### config.mk
export PLATFORM = sky130hd
export DESIGN_NAME = mgmt_regbank
export DESIGN_NICKNAME = d
export VERILOG_FILES = /design/src/rtl/mgmt_pkg.sv /design/src/rtl/mgmt_reset_seq.sv /design/src/rtl/mgmt_sticky_bit.sv /design/src/rtl/mgmt_rw_regs.sv /design/src/rtl/mgmt_regbank.sv
export SDC_FILE = /design/constraint.sdc
export NUM_CORES = 1
export LEC_CHECK = 0
export BUFFER_PORTS_ARGS = -buffer_cell sky130_fd_sc_hd__buf_2
export CORE_MARGIN = 2
export CORE_UTILIZATION = 45
export DETAILED_ROUTE_END_ITERATION = 10
export GPL_TIMING_DRIVEN = 0
export PLACE_DENSITY = 0.73
export SKIP_LAST_GASP = 1
export SYNTH_ARGS = -nofsm -noshare
export SYNTH_HDL_FRONTEND = slang
export SYNTH_SLANG_ARGS = --single-unit
### constraint.sdc
create_clock -name clk -period 2.2 [get_ports clk]
set_input_delay 0.44 -clock clk [delete_from_list [all_inputs] [get_ports clk]]
set_output_delay 0.44 -clock clk [all_outputs]
set_load 0.1 [all_outputs]
### src/rtl/mgmt_pkg.sv
package mgmt_pkg;
  localparam int unsigned AW = 5;
  localparam int unsigned DW = 16;

  localparam logic [AW-1:0] A_CTRL  = 5'd0;
  localparam logic [AW-1:0] A_STAT  = 5'd1;
  localparam logic [AW-1:0] A_ID_HI = 5'd2;
  localparam logic [AW-1:0] A_ID_LO = 5'd3;
  localparam logic [AW-1:0] A_ADV   = 5'd4;
  localparam logic [AW-1:0] A_EXP   = 5'd6;

  // fixed bits of the status and expansion words
  localparam logic [DW-1:0] STAT_FIXED = 16'h7849;
  localparam logic [DW-1:0] EXP_FIXED  = 16'h0004;

  typedef struct packed {
    logic       spd100;
    logic       an_en;
    logic       full;
    logic [3:0] abil;
  } strap_t;

  typedef enum logic {STK_HIGH, STK_LOW} stk_kind_e;
endpackage

### src/rtl/mgmt_reset_seq.sv
module mgmt_reset_seq
  import mgmt_pkg::*;
#(
  parameter int unsigned RST_CYCLES = 200
) (
  input  logic   clk,
  input  logic   rst_n,
  input  logic   start_req,
  input  strap_t pins,
  output logic   busy,
  output logic   done,
  output strap_t dflt
);
  localparam int unsigned CW = $clog2(RST_CYCLES + 1);

  logic          busy_q, busy_d;
  logic [CW-1:0] cnt_q, cnt_d;
  logic          held_q, held_d;
  strap_t        cap_q;
  logic          cap_en;

  assign done = busy_q && (cnt_q == '0);
  assign busy = busy_q;
  assign dflt = held_q ? cap_q : pins;

  always_comb begin
    busy_d = busy_q;
    cnt_d  = cnt_q;
    held_d = held_q;
    cap_en = 1'b0;
    if (done) begin
      busy_d = 1'b0;
      held_d = 1'b1;
      cap_en = !held_q;
    end else if (start_req && !busy_q) begin
      busy_d = 1'b1;
      cnt_d  = CW'(RST_CYCLES - 1);
    end else if (busy_q) begin
      cnt_d = cnt_q - 1'b1;
    end
  end

  // power-on reset behaves as a zero-length soft reset that also samples the straps
  always_ff @(posedge clk or negedge rst_n) begin
    if (!rst_n) begin
      busy_q <= 1'b1;
      cnt_q  <= '0;
      held_q <= 1'b0;
      cap_q  <= '0;
    end else begin
      busy_q <= busy_d;
      cnt_q  <= cnt_d;
      held_q <= held_d;
      if (cap_en) cap_q <= pins;
    end
  end
endmodule

### src/rtl/mgmt_sticky_bit.sv
module mgmt_sticky_bit
  import mgmt_pkg::*;
#(
  parameter stk_kind_e KIND = STK_HIGH
) (
  input  logic clk,
  input  logic rst_n,
  input  logic clr,
  input  logic evt,
  input  logic rd_hit,
  output logic q
);
  logic q_r, q_d;

  generate
    if (KIND == STK_HIGH) begin : g_high
      always_comb q_d = clr ? 1'b0 : (evt | (q_r & ~rd_hit));
    end else begin : g_low
      always_comb q_d = clr ? 1'b0 : (~evt & (q_r | rd_hit));
    end
  endgenerate

  always_ff @(posedge clk or negedge rst_n) begin
    if (!rst_n) q_r <= 1'b0;
    else        q_r <= q_d;
  end

  assign q = q_r;
endmodule

### src/rtl/mgmt_rw_regs.sv
module mgmt_rw_regs
  import mgmt_pkg::*;
(
  input  logic          clk,
  input  logic          rst_n,
  input  logic          wr_ctrl,
  input  logic          wr_adv,
  input  logic [DW-1:0] wdata,
  input  logic          an_started,
  input  logic          load_dflt,
  input  strap_t        dflt,
  output logic [DW-1:0] ctrl_q,
  output logic [DW-1:0] adv_q
);
  localparam logic [DW-1:0] CTRL_MASK = 16'h7D80;
  localparam logic [DW-1:0] ADV_MASK  = 16'hADE0;
  localparam logic [DW-1:0] ADV_SEL   = 16'h0001;
  localparam int unsigned   B_SPD = 13;
  localparam int unsigned   B_AN  = 12;
  localparam int unsigned   B_RS  = 9;
  localparam int unsigned   B_DUP = 8;
  localparam int unsigned   ABIL_LSB = 5;

  logic [DW-1:0] ctrl_r, ctrl_d, adv_r, adv_d;
  logic          rs_q, rs_d;
  logic          ctrl_en, adv_en;

  assign ctrl_en = load_dflt | wr_ctrl;
  assign adv_en  = load_dflt | wr_adv;

  always_comb begin
    ctrl_d = ctrl_r;
    adv_d  = adv_r;
    rs_d   = rs_q & ~an_started;
    if (load_dflt) begin
      ctrl_d        = '0;
      ctrl_d[B_SPD] = dflt.spd100;
      ctrl_d[B_AN]  = dflt.an_en;
      ctrl_d[B_DUP] = dflt.full;
      adv_d         = ADV_SEL | (DW'(dflt.abil) << ABIL_LSB);
      rs_d          = 1'b0;
    end else begin
      if (wr_ctrl) begin
        ctrl_d = wdata & CTRL_MASK;
        rs_d   = wdata[B_AN] & (wdata[B_RS] | (rs_q & ~an_started));
      end
      if (wr_adv) adv_d = (wdata & ADV_MASK) | ADV_SEL;
    end
  end

  always_ff @(posedge clk or negedge rst_n) begin
    if (!rst_n) begin
      ctrl_r <= '0;
      adv_r  <= '0;
      rs_q   <= 1'b0;
    end else begin
      if (ctrl_en) ctrl_r <= ctrl_d;
      if (adv_en)  adv_r  <= adv_d;
      rs_q <= rs_d;
    end
  end

  assign ctrl_q = ctrl_r | (DW'(rs_q) << B_RS);
  assign adv_q  = adv_r;
endmodule

### src/rtl/mgmt_regbank.sv
module mgmt_regbank
  import mgmt_pkg::*;
#(
  parameter int unsigned     RST_CYCLES = 200,
  parameter logic [DW-1:0]   ID_HI      = 16'h2000,
  parameter logic [DW-1:0]   ID_LO      = 16'h5C90
) (
  input  logic          clk,
  input  logic          rst_n,
  input  logic          mgmt_wr,
  input  logic          mgmt_rd,
  input  logic [AW-1:0] mgmt_addr,
  input  logic [DW-1:0] mgmt_wdata,
  output logic [DW-1:0] mgmt_rdata,
  input  logic          strap_speed100,
  input  logic          strap_aneg_en,
  input  logic          strap_full_duplex,
  input  logic [3:0]    strap_adv,
  input  logic          link_good,
  input  logic          jabber_evt,
  input  logic          page_rx_evt,
  input  logic          aneg_done,
  input  logic          aneg_started,
  output logic          reset_busy,
  output logic          ctl_loopback,
  output logic          ctl_power_down,
  output logic          ctl_isolate,
  output logic          ctl_col_test,
  output logic          ctl_aneg_en,
  output logic          ctl_aneg_restart,
  output logic          ctl_forced_100,
  output logic          ctl_forced_full
);
  strap_t        pins_s, dflt_s;
  logic          wr_ctrl, wr_adv, start_req, rd_stat, rd_exp;
  logic          busy, done;
  logic          lnk_q, jab_q, pg_q;
  logic [DW-1:0] ctrl_q, adv_q;

  assign pins_s    = {strap_speed100, strap_aneg_en, strap_full_duplex, strap_adv};
  assign wr_ctrl   = mgmt_wr && (mgmt_addr == A_CTRL);
  assign wr_adv    = mgmt_wr && (mgmt_addr == A_ADV);
  assign start_req = wr_ctrl && mgmt_wdata[DW-1];
  assign rd_stat   = mgmt_rd && (mgmt_addr == A_STAT);
  assign rd_exp    = mgmt_rd && (mgmt_addr == A_EXP);

  mgmt_reset_seq #(.RST_CYCLES(RST_CYCLES)) u_rst (
    .clk(clk), .rst_n(rst_n), .start_req(start_req), .pins(pins_s),
    .busy(busy), .done(done), .dflt(dflt_s)
  );

  mgmt_rw_regs u_rw (
    .clk(clk), .rst_n(rst_n), .wr_ctrl(wr_ctrl), .wr_adv(wr_adv),
    .wdata(mgmt_wdata), .an_started(aneg_started), .load_dflt(done),
    .dflt(dflt_s), .ctrl_q(ctrl_q), .adv_q(adv_q)
  );

  mgmt_sticky_bit #(.KIND(STK_LOW)) u_link (
    .clk(clk), .rst_n(rst_n), .clr(done), .evt(~link_good),
    .rd_hit(rd_stat), .q(lnk_q)
  );

  mgmt_sticky_bit #(.KIND(STK_HIGH)) u_jab (
    .clk(clk), .rst_n(rst_n), .clr(done), .evt(jabber_evt),
    .rd_hit(rd_stat), .q(jab_q)
  );

  mgmt_sticky_bit #(.KIND(STK_HIGH)) u_page (
    .clk(clk), .rst_n(rst_n), .clr(done), .evt(page_rx_evt),
    .rd_hit(rd_exp), .q(pg_q)
  );

  always_comb begin
    unique case (mgmt_addr)
      A_CTRL:  mgmt_rdata = ctrl_q | (DW'(busy) << (DW - 1));
      A_STAT:  mgmt_rdata = STAT_FIXED | (DW'(aneg_done) << 5) |
                            (DW'(lnk_q) << 2) | (DW'(jab_q) << 1);
      A_ID_HI: mgmt_rdata = ID_HI;
      A_ID_LO: mgmt_rdata = ID_LO;
      A_ADV:   mgmt_rdata = adv_q;
      A_EXP:   mgmt_rdata = EXP_FIXED | (DW'(pg_q) << 1);
      default: mgmt_rdata = '0;
    endcase
  end

  assign reset_busy       = busy;
  assign ctl_loopback     = ctrl_q[14];
  assign ctl_power_down   = ctrl_q[11];
  assign ctl_isolate      = ctrl_q[10];
  assign ctl_col_test     = ctrl_q[7];
  assign ctl_aneg_en      = ctrl_q[12];
  assign ctl_aneg_restart = ctrl_q[9];
  assign ctl_forced_100   = ~ctrl_q[12] & ctrl_q[13];
  assign ctl_forced_full  = ~ctrl_q[12] & ctrl_q[8];
endmodule

==> results.ini <==
[yosys]
synth.avg_cell_area_um2 = 9.157
synth-seq-cells = 37
syn-num-nets = 270
synth.area.top_cells = dfrtp_1 42%, mux2_2 9.0%, o21ai_0 4.9%, a21oi_1 4.5%, a31oi_1 2.7%
ys_types = 46
ys_seq_area_share_pct = 43.64
syn_area_um2 = 2125
async_reset_ff_share_pct = 100.0
netlist.area_leader.share_pct = 42.40
synth_edf_count = 0
yosysTopAreaCell = dfrtp_1
synthFlopType = dfrtp_1
syn_inst = 232
yosysMostFrequentCell = dfrtp_1
yosysWarningCount = 0
synth_common_cells = 36 x dfrtp_1, 21 x o21ai_0, 19 x a21oi_1, 17 x mux2_2, 14 x nor2_1

[power_and_ir_drop]
p_leak_uw = 0.001219
p_total_uw = 1772
p_per_area_nw_per_um2 = 624.8
ir_drop_uv = 545.1

[timing]
period_needed_ps = 2163
worstMarginPinSlew_ps = 851.6
hold_viol_final = 0
slew_headroom_pct = 43.23
slew_violations = 0
fin_tns_setup_ps = 0
rsz0062_at_grt = yes
setup_viol = 0
max_freq_mhz = 462.3
hold_ws_ps = 246.0
clock_skew_ps = 8.222
fin_crit_sh_pct = 98.32

[detailed_routing]
viasPerCell = 5.817
ant_nets = 0
highest_layer = met4
wl_per_cell_um = 16.21
drtPass1Iterations = 4
routed_wl_um = 5674
wl_met1_um = 2634
drcViolationCount = 0
wl_met2_um = 2760
wl_met3_um = 213
drtIter0Drc = 161
vias = 2036

[critical_path]
cp.arrival_ps = 2330
setup.worst_path.start_class = flop
ff2ff_setup_slack_ps = 40
reg2reg_to = u_rst.cap_q[3]
r2r-start = u_rst.cnt_q[0]
critPathMaxFanout = 10
r2r_cells = 7
worst_ep_required_time_ps = 2360
worstSetupEndpointType = flop
critPathKind = flop to flop

[place]
gp_congestion = 0.7981
dp_hpwl_um = 4018
portBuffers = 55

[die]
die_h_um = 72.71
start_util_pct = 47.80
rows = 24
coreArea_um2 = 4444
die_x_um = 72.71
dieArea_um2 = 5287
pin_count = 62

[cells_and_area]
drive_gt1_share_pct = 41.28
n_antenna_cell = 0
final_nets = 335
areaGrowthSynthToFinish_pct = 33.51

[clocking]
cts_tree = built
cts-hold-fix-buffers = 0
clock_sinks = 37
path_clk_slew_ps = 70
cts.path.max_buffers = 2
cts_buffers = 5
insertion_delay_ps = 290
htreeDepth = 2
ctsRootBufferMaster = clkbuf_8

[global_routing]
grt_pass1_wl_um = 9466
grt_util_all_layers_pct = 23.04
grt_max_degree = 38
antenna_found_initial = 0
grt_pass1_vias = 1972
gr-total-overflow = 0

[run_status]
status = complete, no violations

[worst_hold_path]
holdCritPathClass = input port to asynchronous set/reset pin

[job]
cap_viol_max_count = 0

==> sequential cells by signal (all words and copies together), names as in the netlist, 7 cells and up <==
| signal | count |
|---|---|
| u_rst.cnt_q | 8 |
| u_rst.cap_q | 7 |
| u_rw.adv_q | 9 |
| u_rw.ctrl_r | 7 |
==> layer usage <==
metal	vias to the layer above	global-route usage, %
li1	985	-
met1	992	32.25
met2	52	36.36
met3	7	4.558
met4	0	6.584
met5	-	0
==> repair_timing <==
action | CTS | global route
resized for setup | 17 | 18
endpoints found under the setup margin | 10 | 12
setup buffers | 0 | 3
pin swaps | 0 | 2
endpoints found under the hold margin | 0 | 0
==> cell usage in the layout (no fill, tap or decap), types with 3 or more instances in the layout <==
| cell | instances |
|---|---|
| buf_2 | 49 |
| dfrtp_1 | 34 |
| o21ai_0 | 21 |
| mux2_2 | 17 |
| nand2_1 | 13 |
| a21oi_1 | 13 |
| nor3_1 | 11 |
| nand3_1 | 9 |
| a31oi_1 | 9 |
| nor2_1 | 8 |
| nand4_1 | 8 |
| inv_1 | 7 |
| clkbuf_8 | 7 |
| buf_4 | 7 |
| clkbuf_1 | 6 |
| clkbuf_2 | 3 |
| a21oi_4 | 3 |
| nand2b_1 | 3 |
| nor2b_1 | 3 |
| a21oi_2 | 3 |
| or3_1 | 3 |
| nor2_2 | 3 |
| nor2_4 | 3 |
| buf_8 | 3 |
==> power breakdown <==
part / leakage [µW] / switching (µW) / internal, µW
logic: 0.000731 / 386 / 137
registers: 0.000445 / 49.7 / 741
clock network: 0.0000422 / 236 / 222
==> critical path, stage by stage (launching register included) <==
cell and delay (ps):
dfrtp_1 410, inv_2 80, ha_4 150, or4bb_1 510
buf_6 170, nor3_4 220, buf_6 150, mux2_2 340
==> through the flow <==
step	instances	utilization (%)	setup WS [ps]	cell area, µm²
2_1_floorplan	232	-	-538.7	2290
3_3_place_gp	339	59.18	-422.0	2630
3_5_place_dp	339	59.18	-469.9	2630
4_1_cts	347	62.05	-83.00	2758
5_1_grt	350	63.82	-28.62	2836
6_report	350	63.82	37.00	2836
==> cell families (layout without fill, tap and decap cells) <==
group | count (synthesis) | in the layout | share of synthesized area (%)
buf+inv | 25 | 91 | 4.770
flops | 37 | 37 | 43.64
compound gates | 64 | 64 | 18.08
simple gates | 85 | 85 | 22.50
mux | 20 | 20 | 10.42
fa+ha+maj | 1 | 1 | 0.5888
==> layout make-up <==
class | instances | area [µm²]
multi-input combinational | 170 | 1224
clock inverter | 1 | 5.005
timing repair buffer | 58 | 366.6
buffer | 17 | 136.4
inverter | 8 | 30.03
tap | 52 | 65.06
sequential | 37 | 933.4
fill | 372 | 1608
clock buffer | 7 | 76.32
==> worst max-delay path by stage <==
stage | start | endpoint | slack, ps | cells after the start
after floorplan | mgmt_addr[4] | mgmt_rdata[2] | -540 | 4
after global placement | mgmt_addr[2] | mgmt_rdata[8] | -420 | 6
after detailed placement | mgmt_addr[2] | mgmt_rdata[8] | -470 | 6
after CTS | mgmt_addr[4] | mgmt_rdata[8] | -80 | 6
after global routing | u_rst.cnt_q[1] | u_rst.cap_q[4] | -30 | 7
final | u_rst.cnt_q[0] | u_rst.cap_q[3] | 40 | 7
(Power assumes the default switching activity.)
